`src/rtl/twd_pkg.sv`:
```
// Package: shared control-word layout and register offsets of the watchdog.
// Assumes byte addressing with 32-bit registers on word-aligned offsets.
package twd_pkg;

    localparam int TWD_PRE_W = 8;   // prescale field width
    localparam int TWD_SEL_W = 2;   // divider select width

    // Register byte offsets
    localparam int OFS_CTRL = 'h0;
    localparam int OFS_RLD  = 'h4;
    localparam int OFS_CNT  = 'h8;
    localparam int OFS_CLR  = 'hC;

    // Control word bit positions
    localparam int BIT_REN  = 0;
    localparam int BIT_IEN  = 2;
    localparam int DSEL_LSB = 3;
    localparam int BIT_RUN  = 5;
    localparam int PRE_LSB  = 8;

    typedef struct packed {
        logic [TWD_PRE_W-1:0] pre;
        logic [TWD_SEL_W-1:0] dsel;
        logic                 run;
        logic                 ien;
        logic                 ren;
    } twd_ctrl_t;

endpackage

```
`src/rtl/twd_regs.sv`:
```
// Register file and decode for the watchdog.
// Holds control and reload, and turns bus writes into a count-load strobe and
// an interrupt-clear strobe. Reads are combinational. Assumes DATA_W >= 16.
module twd_regs
    import twd_pkg::*;
#(
    parameter int ADDR_W  = 4,
    parameter int DATA_W  = 32,
    parameter int CNT_W   = 16,
    parameter int RLD_RST = 'h8000
) (
    input  logic              clk,
    input  logic              rst_n,
    input  logic              bus_sel,
    input  logic              bus_wr,
    input  logic [ADDR_W-1:0] bus_addr,
    input  logic [DATA_W-1:0] bus_wdata,
    input  logic [CNT_W-1:0]  cnt_live,
    output twd_ctrl_t         ctrl,
    output logic [CNT_W-1:0]  reload,
    output logic              cnt_ld,
    output logic [CNT_W-1:0]  cnt_ld_val,
    output logic              irq_clr,
    output logic [DATA_W-1:0] bus_rdata
);

    logic hit_ctrl, hit_rld, hit_cnt, hit_clr;
    logic unused_wdata;

    assign unused_wdata = ^bus_wdata;

    // Address decode per register
    assign hit_ctrl = bus_sel && (bus_addr == ADDR_W'(OFS_CTRL));
    assign hit_rld  = bus_sel && (bus_addr == ADDR_W'(OFS_RLD));
    assign hit_cnt  = bus_sel && (bus_addr == ADDR_W'(OFS_CNT));
    assign hit_clr  = bus_sel && (bus_addr == ADDR_W'(OFS_CLR));

    // Strobes toward the counter and event logic
    assign cnt_ld     = hit_cnt && bus_wr;
    assign cnt_ld_val = bus_wdata[CNT_W-1:0];
    assign irq_clr    = hit_clr && bus_wr && bus_wdata[0];

    // Control register storage
    always_ff @(posedge clk) begin
        if (!rst_n) begin
            ctrl <= '0;
        end else if (hit_ctrl && bus_wr) begin
            ctrl.pre  <= bus_wdata[PRE_LSB +: TWD_PRE_W];
            ctrl.dsel <= bus_wdata[DSEL_LSB +: TWD_SEL_W];
            ctrl.run  <= bus_wdata[BIT_RUN];
            ctrl.ien  <= bus_wdata[BIT_IEN];
            ctrl.ren  <= bus_wdata[BIT_REN];
        end
    end

    // Reload register storage
    always_ff @(posedge clk) begin
        if (!rst_n) begin
            reload <= CNT_W'(RLD_RST);
        end else if (hit_rld && bus_wr) begin
            reload <= bus_wdata[CNT_W-1:0];
        end
    end

    // Read multiplexer
    always_comb begin
        bus_rdata = '0;
        if (!bus_wr) begin
            if (hit_ctrl) begin
                bus_rdata[PRE_LSB +: TWD_PRE_W]  = ctrl.pre;
                bus_rdata[DSEL_LSB +: TWD_SEL_W] = ctrl.dsel;
                bus_rdata[BIT_RUN]               = ctrl.run;
                bus_rdata[BIT_IEN]               = ctrl.ien;
                bus_rdata[BIT_REN]               = ctrl.ren;
            end else if (hit_rld) begin
                bus_rdata[CNT_W-1:0] = reload;
            end else if (hit_cnt) begin
                bus_rdata[CNT_W-1:0] = cnt_live;
            end
        end
    end

endmodule

```
`src/rtl/twd_tickgen.sv`:
```
// Tick generator: a prescaler dividing by pre+1, then a power-of-two divider
// picking 2**(BASE_LOG+dsel). Both stages are held at zero while run is low,
// so the first tick comes one full period after run rises. Assumes BASE_LOG >= 1.
module twd_tickgen #(
    parameter int PRE_W    = 8,
    parameter int SEL_W    = 2,
    parameter int BASE_LOG = 4
) (
    input  logic             clk,
    input  logic             rst_n,
    input  logic             run,
    input  logic [PRE_W-1:0] pre,
    input  logic [SEL_W-1:0] dsel,
    output logic             tick
);

    localparam int NSEL  = 1 << SEL_W;
    localparam int DIV_W = BASE_LOG + NSEL - 1;

    logic [PRE_W-1:0] pre_q;
    logic [DIV_W-1:0] div_q;
    logic             pre_done;
    logic [NSEL-1:0]  term_vec;

    assign pre_done = run && (pre_q == pre);

    // Prescale stage: counts 0..pre, cleared while stopped
    always_ff @(posedge clk) begin
        if (!rst_n || !run) begin
            pre_q <= '0;
        end else if (pre_done) begin
            pre_q <= '0;
        end else begin
            pre_q <= pre_q + 1'b1;
        end
    end

    // Divider stage: free binary count of prescaler periods, cleared while stopped
    always_ff @(posedge clk) begin
        if (!rst_n || !run) begin
            div_q <= '0;
        end else if (pre_done) begin
            div_q <= div_q + 1'b1;
        end
    end

    // One terminal detector per divider setting: low bits all ones
    for (genvar s = 0; s < NSEL; s++) begin : g_term
        assign term_vec[s] = &div_q[BASE_LOG+s-1:0];
    end

    assign tick = pre_done && term_vec[dsel];

endmodule

```
`src/rtl/twd_counter.sv`:
```
// Watchdog down-counter. A bus load takes priority over a tick. A tick that
// finds the count at 1 or 0 is an expiry and reloads; otherwise it decrements.
module twd_counter #(
    parameter int CNT_W   = 16,
    parameter int CNT_RST = 'h8000
) (
    input  logic             clk,
    input  logic             rst_n,
    input  logic             tick,
    input  logic             ld,
    input  logic [CNT_W-1:0] ld_val,
    input  logic [CNT_W-1:0] reload,
    output logic [CNT_W-1:0] cnt_q,
    output logic             expire
);

    localparam logic [CNT_W-1:0] LAST = CNT_W'(1);

    assign expire = tick && !ld && (cnt_q <= LAST);

    // Count state update
    always_ff @(posedge clk) begin
        if (!rst_n) begin
            cnt_q <= CNT_W'(CNT_RST);
        end else if (ld) begin
            cnt_q <= ld_val;
        end else if (expire) begin
            cnt_q <= reload;
        end else if (tick) begin
            cnt_q <= cnt_q - 1'b1;
        end
    end

endmodule

```
`src/rtl/twd_events.sv`:
```
// Expiry outputs. A sticky interrupt flag is set by expiry, where set beats
// clear. A reset request lasts from an expiry tick to the next tick and is
// forced low whenever run or reset enable is low.
module twd_events (
    input  logic clk,
    input  logic rst_n,
    input  logic run,
    input  logic ien,
    input  logic ren,
    input  logic tick,
    input  logic expire,
    input  logic irq_clr,
    output logic irq_o,
    output logic rst_o
);

    // Interrupt latch
    always_ff @(posedge clk) begin
        if (!rst_n) begin
            irq_o <= 1'b0;
        end else if (expire && ien) begin
            irq_o <= 1'b1;
        end else if (irq_clr) begin
            irq_o <= 1'b0;
        end
    end

    // Reset request, re-evaluated on every tick
    always_ff @(posedge clk) begin
        if (!rst_n || !run || !ren) begin
            rst_o <= 1'b0;
        end else if (tick) begin
            rst_o <= expire;
        end
    end

endmodule

```
`src/rtl/tick_watchdog.sv`:
```
// Top of the prescaled watchdog: register file, tick chain, down-counter and
// expiry outputs. Single clock domain; synchronous active-low reset.
module tick_watchdog
    import twd_pkg::*;
#(
    parameter int ADDR_W   = 4,
    parameter int DATA_W   = 32,
    parameter int CNT_W    = 16,
    parameter int BASE_LOG = 4,
    parameter int CNT_RST  = 'h8000
) (
    input  logic              clk,
    input  logic              rst_n,
    input  logic              bus_sel,
    input  logic              bus_wr,
    input  logic [ADDR_W-1:0] bus_addr,
    input  logic [DATA_W-1:0] bus_wdata,
    output logic [DATA_W-1:0] bus_rdata,
    output logic              irq_o,
    output logic              rst_req_o
);

    twd_ctrl_t        ctrl_q;
    logic [CNT_W-1:0] reload_q;
    logic [CNT_W-1:0] cnt_q;
    logic [CNT_W-1:0] ld_val;
    logic             cnt_ld;
    logic             irq_clr;
    logic             tick;
    logic             expire;

    twd_regs #(
        .ADDR_W (ADDR_W),
        .DATA_W (DATA_W),
        .CNT_W  (CNT_W),
        .RLD_RST(CNT_RST)
    ) regs_i (
        .clk       (clk),
        .rst_n     (rst_n),
        .bus_sel   (bus_sel),
        .bus_wr    (bus_wr),
        .bus_addr  (bus_addr),
        .bus_wdata (bus_wdata),
        .cnt_live  (cnt_q),
        .ctrl      (ctrl_q),
        .reload    (reload_q),
        .cnt_ld    (cnt_ld),
        .cnt_ld_val(ld_val),
        .irq_clr   (irq_clr),
        .bus_rdata (bus_rdata)
    );

    twd_tickgen #(
        .PRE_W   (TWD_PRE_W),
        .SEL_W   (TWD_SEL_W),
        .BASE_LOG(BASE_LOG)
    ) tick_i (
        .clk  (clk),
        .rst_n(rst_n),
        .run  (ctrl_q.run),
        .pre  (ctrl_q.pre),
        .dsel (ctrl_q.dsel),
        .tick (tick)
    );

    twd_counter #(
        .CNT_W  (CNT_W),
        .CNT_RST(CNT_RST)
    ) cnt_i (
        .clk   (clk),
        .rst_n (rst_n),
        .tick  (tick),
        .ld    (cnt_ld),
        .ld_val(ld_val),
        .reload(reload_q),
        .cnt_q (cnt_q),
        .expire(expire)
    );

    twd_events evt_i (
        .clk    (clk),
        .rst_n  (rst_n),
        .run    (ctrl_q.run),
        .ien    (ctrl_q.ien),
        .ren    (ctrl_q.ren),
        .tick   (tick),
        .expire (expire),
        .irq_clr(irq_clr),
        .irq_o  (irq_o),
        .rst_o  (rst_req_o)
    );

endmodule

```
`config.mk`:
```
export PLATFORM = sky130hd
export DESIGN_NAME = tick_watchdog
export DESIGN_NICKNAME = d
export VERILOG_FILES = /design/src/rtl/twd_pkg.sv /design/src/rtl/twd_regs.sv /design/src/rtl/twd_tickgen.sv /design/src/rtl/twd_counter.sv /design/src/rtl/twd_events.sv /design/src/rtl/tick_watchdog.sv
export SDC_FILE = /design/constraint.sdc
export NUM_CORES = 1
export LEC_CHECK = 0
export BUFFER_PORTS_ARGS = -buffer_cell sky130_fd_sc_hd__buf_2
export CAP_MARGIN = 20
export CORE_MARGIN = 10
export CORE_UTILIZATION = 25
export CTS_CLUSTER_DIAMETER = 120
export DETAILED_ROUTE_END_ITERATION = 16
export HOLD_SLACK_MARGIN = 0.15
export SETUP_SLACK_MARGIN = 0.1
export SLEW_MARGIN = 20
export SYNTH_ARGS = -nofsm -noshare
export SYNTH_HDL_FRONTEND = slang
export SYNTH_SLANG_ARGS = --single-unit
```
`constraint.sdc`:
```
create_clock -name clk -period 1.9 [get_ports clk]
set_input_delay 0.19 -clock clk [delete_from_list [all_inputs] [get_ports clk]]
set_output_delay 0.19 -clock clk [all_outputs]
set_load 0.005 [all_outputs]
```
# Yosys cells after proc, flatten, opt, wreduce, memory -nomap -nowiden

Index checks and enable logic that the tools add are counted.

$add $sub $neg: 3
$mul: 0
Divide/modulo/power cells: 0
Order comparisons: 2
Eq/ne operators: 4
Shift operators: 0
Mux-type cells: 15
Bitwise operators: 0
Reduce and logical (&&, ||, !) cells: 28

Operators by type and width:

| operator                | count |
|---|---|
| $mux W16                | 6 |
| $le A16 B1 Y1 const B   | 1 |
| $sub A16 B1 Y16 const B | 1 |
| $logic_and A1 B1 Y1     | 14 |
| $add A8 B1 Y8 const B   | 1 |
| $eq A4 B4 Y1 const B    | 2 |
| $eq A8 B8 Y1            | 1 |
| $mux W8                 | 1 |
| $add A7 B1 Y7 const B   | 1 |
| $reduce_and A7 Y1       | 1 |
| $reduce_and A6 Y1       | 1 |
| $mux W1                 | 5 |
| $reduce_and A5 Y1       | 1 |
| $eq A4 B3 Y1 const B    | 1 |
| $logic_not A1 Y1        | 4 |
| $logic_not A4 Y1        | 1 |
| $mux W4                 | 1 |
| $reduce_and A4 Y1       | 1 |
| $lt A2 B3 Y1 const B    | 1 |
| $reduce_bool A3 Y1      | 1 |
| $bmux W1 S2             | 1 |
| $logic_or A1 B1 Y1      | 2 |
| $mux W2                 | 1 |
| $reduce_bool A2 Y1      | 1 |
| $reduce_or A2 Y1        | 1 |

Bits in registers: 62
Latch bits: 0
RAM bits: 0
ROM bits: 0
Bits of input ports: 40
Output and inout bits: 34
Word-level logic and storage cells: 63
Memories: 0

# Logic depth before layout (Yosys ltp)

Gate-level depths: netlist of run 1.

Depth in word-level cells: 8
Mapped depth: 12
Depth with buffers taken out: 10

# Cells and area by module

A second synthesis of run 1 with hierarchy kept.

Cells, all modules: 492
Area, all modules: 4076.4 µm²

Modules (own cells, without submodules):

| module      | times used | cells an instance | area each (µm²) | seq. area each (µm²) |
|---|---|---|---|---|
| twd_regs    | 1          | 228               | 1878.1          | 580.6 |
| twd_counter | 1          | 169               | 1323.8          | 320.3 |
| twd_tickgen | 1          | 87                | 798.3           | 300.3 |
| twd_events  | 1          | 8                 | 76.3            | 40.0 |

# Least setup slack after synthesis of run 1

No wires, ideal clock.

Path type: reg-to-reg
Start: reg tick_i.pre_q[0]
End: reg cnt_i.cnt_q[15]
Setup time: 0.129 ns
Arrival time: 1.761 ns
Required time: 1.771 ns
Path slack: 0.010 ns
Stages on the path, launching flop included: 9
Path buffers: 2
Clock period less this slack: 1.890 ns
Path through: dfxtp_1 xor2_1 nor4_1 and3_1 buf_2 nand3_1 clkbuf_1 a31oi_1 o31ai_1

Word-level cells in the longest chain between the ends: 7
Elaborated cells on any way between the ends: 8
Those cells by class: eq/ne (1); mux (2); reduce/logical (5)

RTL lines:

| what                             | RTL line          | text |
|---|---|---|
| start, declared                  | twd_tickgen.sv:20 | `logic [PRE_W-1:0] pre_q;` |
| start signal, assigned           | twd_tickgen.sv:34 | `pre_q <= pre_q + 1'b1;` |
| $eq A8 B8 Y1 *                   | twd_tickgen.sv:25 | `assign pre_done = run && (pre_q == pre);` |
| $logic_and A1 B1 Y1 *            | twd_tickgen.sv:25 |  |
| $logic_and A1 B1 Y1 *            | twd_tickgen.sv:52 | `assign tick = pre_done && term_vec[dsel];` |
| $logic_and A1 B1 Y1 (2 in a row) | twd_counter.sv:19 | `assign expire = tick && !ld && (cnt_q <= LAST);` |
| $mux W16                         | twd_counter.sv:27 | `end else if (expire) begin` |
| $mux W16                         | twd_counter.sv:25 | `end else if (ld) begin` |
| end signal, assigned             | twd_counter.sv:24 | `cnt_q <= CNT_W'(CNT_RST);` |
| end signal, assigned             | twd_counter.sv:26 | `cnt_q <= ld_val;` |
| end signal, assigned             | twd_counter.sv:28 | `cnt_q <= reload;` |
| end, declared                    | twd_counter.sv:13 | `output logic [CNT_W-1:0] cnt_q,` |

Mark *: on every way between the ends. The rest lies on a longest branch, timed or not.
A chain may end at the register's enable or synchronous reset.

# Worst setup path in the final report of run 1

Start: reg, netlist name regs_i.ctrl[9]
End: reg cnt_i.cnt_q[7]

Word-level cells in the longest chain between the ends: 7
Elaborated cells on any way between the ends: 8
Those cells by class: eq/ne (1); mux (2); reduce/logical (5)

RTL lines:

| what                             | RTL line |
|---|---|
| $eq A8 B8 Y1 *                   | twd_tickgen.sv:25 |
| $logic_and A1 B1 Y1 *            | twd_tickgen.sv:25 |
| $logic_and A1 B1 Y1 *            | twd_tickgen.sv:52 |
| $logic_and A1 B1 Y1 (2 in a row) | twd_counter.sv:19 |
| $mux W16                         | twd_counter.sv:27 |
| $mux W16                         | twd_counter.sv:25 |

Marked as above.

==> results of run 1 <==
==> critical path: cells and delay by family (launching register included) <==
kind	cells	cell delay, ps
AO/OA/AOI/OAI	2	300
XOR/XNOR	1	160
buffers and inverters	2	330
flip-flops	1	320
AND/OR/NAND/NOR	3	750
==> worst max path at each step <==
stage / startpoint / end / cells after the start / slack (ps)
2_1_floorplan: cnt_i.cnt_q[3]$_SDFFE_PN0P_ / cnt_i.cnt_q[5]$_SDFFE_PN0P_ / 7 / 40
3_3_place_gp: regs_i.ctrl[9]$_SDFFE_PN0P_ / cnt_i.cnt_q[12]$_SDFFE_PN0P_ / 8 / -140
3_5_place_dp: regs_i.ctrl[9]$_SDFFE_PN0P_ / cnt_i.cnt_q[12]$_SDFFE_PN0P_ / 8 / -150
4_1_cts: regs_i.ctrl[5]$_SDFFE_PN0P_ / cnt_i.cnt_q[5]$_SDFFE_PN0P_ / 8 / -30
5_1_grt: regs_i.ctrl[9]$_SDFFE_PN0P_ / cnt_i.cnt_q[5]$_SDFFE_PN0P_ / 8 / -170
6_report: regs_i.ctrl[9]$_SDFFE_PN0P_ / cnt_i.cnt_q[7]$_SDFFE_PN0P_ / 8 / -50
==> routing by layer <==
layer / share of wire / track usage / vias up
met4: 0.026 / 0.0543 / 0
met5: 0 / 0 / -
met3: 0.093 / 0.0364 / 28
met1: 0.43 / 0.161 / 1836
met2: 0.45 / 0.191 / 202
li1: - / - / 1875
==> timing repair <==
action / 4_1_cts / 5_1_grt
endpoints found under the hold margin: 30 / 0
cloned: 3 / 0
endpoints found under the setup margin: 21 / 45
pin swaps: 18 / 21
gates resized for setup: 26 / 19
hold buffers: 15 / 0
setup buffers: 6 / 5
==> final cells by class <==
cell class	instances	area, um2	area share
clock inverters	4	47.5	0.00944
well taps	180	225	0.0447
inverters	6	22.5	0.00447
repair buffers	127	925	0.184
multi-input cells	383	2330	0.462
flip-flops and latches	62	1250	0.248
clock buffers	11	243	0.0482
==> cells by family (layout without fill, tap and decap cells) <==
logic type | after synthesis | count (layout)
buffers and inverters | 53 | 148
muxes | 2 | 2
adders and majority gates | 5 | 5
xor gates and xnor gates | 28 | 28
DFF | 62 | 62
and+or+nand+nor | 215 | 216
other | 1 | 16
AOI/OAI and AO/OA | 116 | 116
==> through the flow <==
stage	power (uW)	TNS [ps]	util	cell area (um2)	cells
6_report	3270	-151	0.360	5040	773
3_5_place_dp	1580	-1450	0.306	4280	729
3_3_place_gp	1580	-1210	0.306	4280	729
5_1_grt	3370	-1770	0.360	5040	773
2_1_floorplan	1500	0	-	3670	497
4_1_cts	3260	-59.8	0.351	4910	768
==> cells in the mapped netlist, types with 3 or more instances <==
library cell and n:
a21oi_1 52, a22oi_1 17, a31oi_1 14, and2_1 3, and3_1 7, buf_2 4, buf_4 17, clkbuf_1 23
dfxtp_1 62, ha_1 5, inv_1 6, nand2_1 93, nand3_1 21, nand4_1 7, nor2_1 54, nor2b_1 3
nor3_1 4, nor4_1 3, nor4_2 4, o2111ai_1 4, o211ai_1 6, o21ai_0 10, o21ai_1 3, o31ai_1 4
xnor2_1 8, xor2_1 20
==> power by group through the flow <==
stage          sequential [uW]  clock, uW  combinational, uW
5_1_grt                   1320       1730                326
2_1_floorplan             1340          0                156
4_1_cts                   1320       1660                283
3_3_place_gp              1340          0                235
3_5_place_dp              1350          0                238
6_report                  1320       1650                303
==> flip-flops by register name, summed over array words and instances, names as in the netlist <==
register / flops
cnt_i.cnt_q: 16
evt_i.irq_o: 1
evt_i.rst_o: 1
regs_i.ctrl: 13
regs_i.reload: 16
tick_i.div_q: 7
tick_i.pre_q: 8
==> out/metrics.cfg, run 1 <==
[status]
outcome = complete, but fails checks
violations = setup timing

[timing]
period_share = 1.03
relSlewSlack = 0.634
layout_setup_ws_ps = -52.5
fin_crit_ps = 1950
final-max-slew-violation-count = 0
setup_viol = 6
rsz0062_at_grt = true
whs_ps = 161
hold_viol_final = 0
fmax_mhz = 512
tightest_slew_ps = 548
clock_skew_ps = 7.88

[min_path]
hold_class = input pin to flip-flop
hold_start = bus_wdata[5]
hold_end = regs_i.reload[5]$_SDFFE_PN0P_
min_path_cells = 3

[synthesis]
syn_area_per_cell_um2 = 7.44
muxShareOfSynthArea = 0.00558
ys_seq_area_frac = 0.346
yosys.cell_types.count = 48
ys_ff_latch = 62
yosys.area_share.simple = 0.287
netlist.area_leader.share = 0.346
yosys_warnings = 0
yosys.area_share.xor_xnor = 0.0684
ys.flop_type = dfxtp_1
netlist_instances = 482
synth_top_family_by_area = simple AND/OR/NAND/NOR gates
synth-compound-area-share = 0.196
netlist_area_mm2 = 0.00359
synth_top_area_cell = dfxtp_1
synth-edff-count = 0
async_reset_ff_frac = 0
synth_area_leaders = dfxtp_1, nand2_1, a21oi_1
synth_adder_area_share = 0.0174

[setup_path]
worstSetupPathType = flip-flop to flip-flop
timing.rr.start = regs_i.ctrl[9]$_SDFFE_PN0P_
end_kind = flip-flop
worstSetupStartpointType = flip-flop
cp_cell_sequence = xor2_1, nor4_2, buf_4, and3_4, nor2b_4, buf_8, o211ai_1, a31oi_1
arrival_ps = 2200
ff2ff_path_depth = 8
critical-path-slowest-cell = dfxtp_2
timing.rr.end = cnt_i.cnt_q[7]$_SDFFE_PN0P_
r2r_slack_ps = -50
cp.required_ps = 2150
crit_path_max_incr_delay_ps = 320
cp_max_fo = 8

[detailed_routing]
firstDrtPassIters = 5
wl_mm = 12.6
wl_per_cell_um = 16.4
drt_drc_violations_left = 0
ant_nets = 0
via_count = 3941
via_per_inst = 5.10
drt_iter0_markers = 387

[power]
clockPowerShare = 0.505
p_sw_uw = 794
peakVddDrop_v = 0.000372
power_frac_seq = 0.403
combPwrFrac = 0.093
swShare = 0.243
leakage_uw = 0.00203
intPower_uw = 2480
powerDensity_mw_per_mm2 = 650

[floorplan]
ios = 74
row_count = 43
die_area_mm2 = 0.0195
coreArea_mm2 = 0.0140
start_util = 0.256
die_x_um = 140
die_h_um = 140

[grt]
antenna_found_initial = 1
overflow = 0
grt_pass1_vias = 3855
grt_max_degree = 33
grtUsageTotal = 0.126
grt_pass1_wl_mm = 20.3

[placement]
hpwl_mm = 8.72
gp_congestion = 0.845
port_buffers = 41
post-place-ws_ps = -150

[clock_network]
clkTransAtPathRegs_ps = 50
cts_sinks = 62
cts_tree = done
cts_buffers = 9
clock_latency_ps = 330
clockRootBuffer = clkbuf_16
cts.path.max_buffers = 2
htreeDepth = 3

[finish]
final_nets = 634
diodes = 0
area_growth_pct = 40.4
most-common-layout-cells = nand2_1, buf_4, dfxtp_1, nor2_1, a21oi_1
nFillCells = 1447
final_common_cell = nand2_1
drive_gt1_frac = 0.282

[flow_run]
cap_viol_max_count = 0

Power figures use the tool's default switching activity.
==> inputs of run 2 (changes only) <==
Settings changed: CORE_ASPECT_RATIO from default to 1.2.
==> out/metrics.cfg, run 2 (same netlist as run 1, synthesis figures left out) <==
[clock_network]
clockRootBuffer = clkbuf_16
cts_tree = done
cts.path.max_buffers = 2  ; unchanged
clkTransAtPathRegs_ps = 50  ; about the same
cts_sinks = 62  ; unchanged
htreeDepth = 3  ; unchanged
cts_buffers = 9  ; unchanged
clock_latency_ps = 340  ; about the same

[finish]
multiInputGateArea_mm2 = 0.00230  ; -1.1%
most-common-layout-cells = nand2_1, buf_4, dfxtp_1, nor2_1, a21oi_1
final_nets = 636  ; +0.32%
largestRegisters = cnt_i.cnt_q: 16 flops, regs_i.reload: 16 flops, regs_i.ctrl: 13 flops
final_common_cell = nand2_1
diodes = 0  ; unchanged
area_growth_pct = 42.1
regArea_mm2 = 0.00125  ; +0.10%
drive_gt1_frac = 0.285  ; +0.00362
nFillCells = 1391  ; -3.9%
fin_util = 0.366  ; +0.00563

[timing]
fin_crit_ps = 1930  ; -25.4 ps
period_share = 1.01  ; -0.0134
fmax_mhz = 519  ; +1.3%
final-max-slew-violation-count = 0  ; unchanged
fin_setup_tns_ps = -31.4  ; +119 ps
layout_setup_ws_ps = -27.1  ; +25.4 ps
rsz0062_at_grt = true
setup_viol = 2  ; -4
hold_viol_final = 0  ; unchanged
whs_ps = 265  ; +105 ps
clock_skew_ps = 7.21  ; -0.671 ps

[grt]
antenna_found_initial = 0  ; -1
grt_pass1_wl_mm = 20.1  ; -0.81%
grtUsageTotal = 0.129  ; +0.00288
overflow = 0  ; unchanged
grt_pass1_vias = 4000  ; +3.8%
grt_max_degree = 33  ; unchanged

[floorplan]
start_util = 0.257  ; +0.000944
coreArea_mm2 = 0.0139  ; -0.37%
ios = 74  ; unchanged
die_x_um = 129  ; -7.5%
die_area_mm2 = 0.0196  ; +0.10%
row_count = 47  ; +9.3%
die_h_um = 151  ; +8.2%

[flow_run]
cap_viol_max_count = 0  ; unchanged

[placement]
hpwl_mm = 8.99  ; +3.0%
port_buffers = 41  ; unchanged
gp_congestion = 0.898  ; +6.2%

[detailed_routing]
ant_nets = 0  ; unchanged
drt_drc_violations_left = 0  ; unchanged
drt_iter0_markers = 237  ; -39%
wl_mm = 12.7  ; +0.44%
via_per_inst = 5.04  ; -1.1%
wl_per_cell_um = 16.6  ; +1.2%
firstDrtPassIters = 5  ; unchanged
via_count = 3867  ; -1.9%

[status]
violations = setup timing
outcome = complete, but fails checks

[setup_path]
cp.required_ps = 2120  ; -30 ps
ff2ff_path_depth = 8  ; unchanged
cp_max_fo = 5  ; -3
r2r_slack_ps = -30  ; +30 ps
timing.rr.start = regs_i.ctrl[9]$_SDFFE_PN0P_
arrival_ps = 2140  ; -60 ps
end_kind = flip-flop
worstSetupStartpointType = flip-flop
timing.rr.end = cnt_i.cnt_q[0]$_SDFFE_PN0P_
worstSetupPathType = flip-flop to flip-flop

[min_path]
hold_start = rst_n
hold_class = input pin to flip-flop
min_path_cells = 2  ; -1
hold_end = regs_i.reload[15]$_SDFFE_PN1P_

[power]
powerDensity_mw_per_mm2 = 686  ; +5.6%
power.total_uw = 3500  ; +6.8%
leakage_uw = 0.00209  ; +2.6%
peakVddDrop_v = 0.000385  ; +3.6%

run 2: stage by stage:
stage	instance area [um2]	instances	setup slack [ps]
3_5_place_dp	4340	725	-116
5_1_grt	5100	767	-122
4_1_cts	5020	765	-24.5
2_1_floorplan	3670	497	39.0
3_3_place_gp	4340	725	-132
6_report	5100	767	-27.1
run 2: worst max-delay path by stage:
stage,start,slack (ps),depth (start not counted),to
6_report,regs_i.ctrl[9]$_SDFFE_PN0P_,-30,8,cnt_i.cnt_q[0]$_SDFFE_PN0P_
5_1_grt,regs_i.ctrl[9]$_SDFFE_PN0P_,-120,8,cnt_i.cnt_q[0]$_SDFFE_PN0P_
4_1_cts,regs_i.ctrl[5]$_SDFFE_PN0P_,-20,8,cnt_i.cnt_q[5]$_SDFFE_PN0P_
3_5_place_dp,regs_i.ctrl[9]$_SDFFE_PN0P_,-120,8,cnt_i.cnt_q[13]$_SDFFE_PN0P_
3_3_place_gp,regs_i.ctrl[9]$_SDFFE_PN0P_,-130,8,cnt_i.cnt_q[13]$_SDFFE_PN0P_
2_1_floorplan,cnt_i.cnt_q[3]$_SDFFE_PN0P_,40,7,cnt_i.cnt_q[5]$_SDFFE_PN0P_
run 2: layout make-up:
cell class                 count  share of cell area
inverter                       6             0.00442
tap                          171              0.0420
clock buffer                  12              0.0464
timing repair buffer         130               0.192
multi-input combinational    382               0.451
clock inverter                 4              0.0187
sequential                    62               0.245
run 2: where the power goes:
part | switching (uW) | total, uW | internal (uW)
Combinational | 171 | 304 | 133
Sequential | 9.19 | 1320 | 1310
Clock | 593 | 1870 | 1280
Total | 773 | 3500 | 2720
run 2: repair_timing:
item,4_1_cts,5_1_grt
resized for setup,29,17
pin swaps,18,11
hold buffers,16,0
endpoints found under the setup margin,24,23
buffers inserted,7,2
gates cloned,2,0
endpoints found under the hold margin,29,0
run 2: metal layers:
metal	part of all wire	global-route usage	vias up
met5	0	0	-
met2	0.53	0.243	137
met4	0.032	0.0587	0
li1	-	-	1874
met3	0.067	0.0273	28
met1	0.37	0.132	1828
run 2: critical path, cell delays in order, from the launching register on:
cell      delay [ps]
dfxtp_2          320
xor2_1           160
nor4_2           300
buf_4            160
and3_4           210
nand3_4           90
buf_6            150
a211oi_1         320
o21ai_1           90
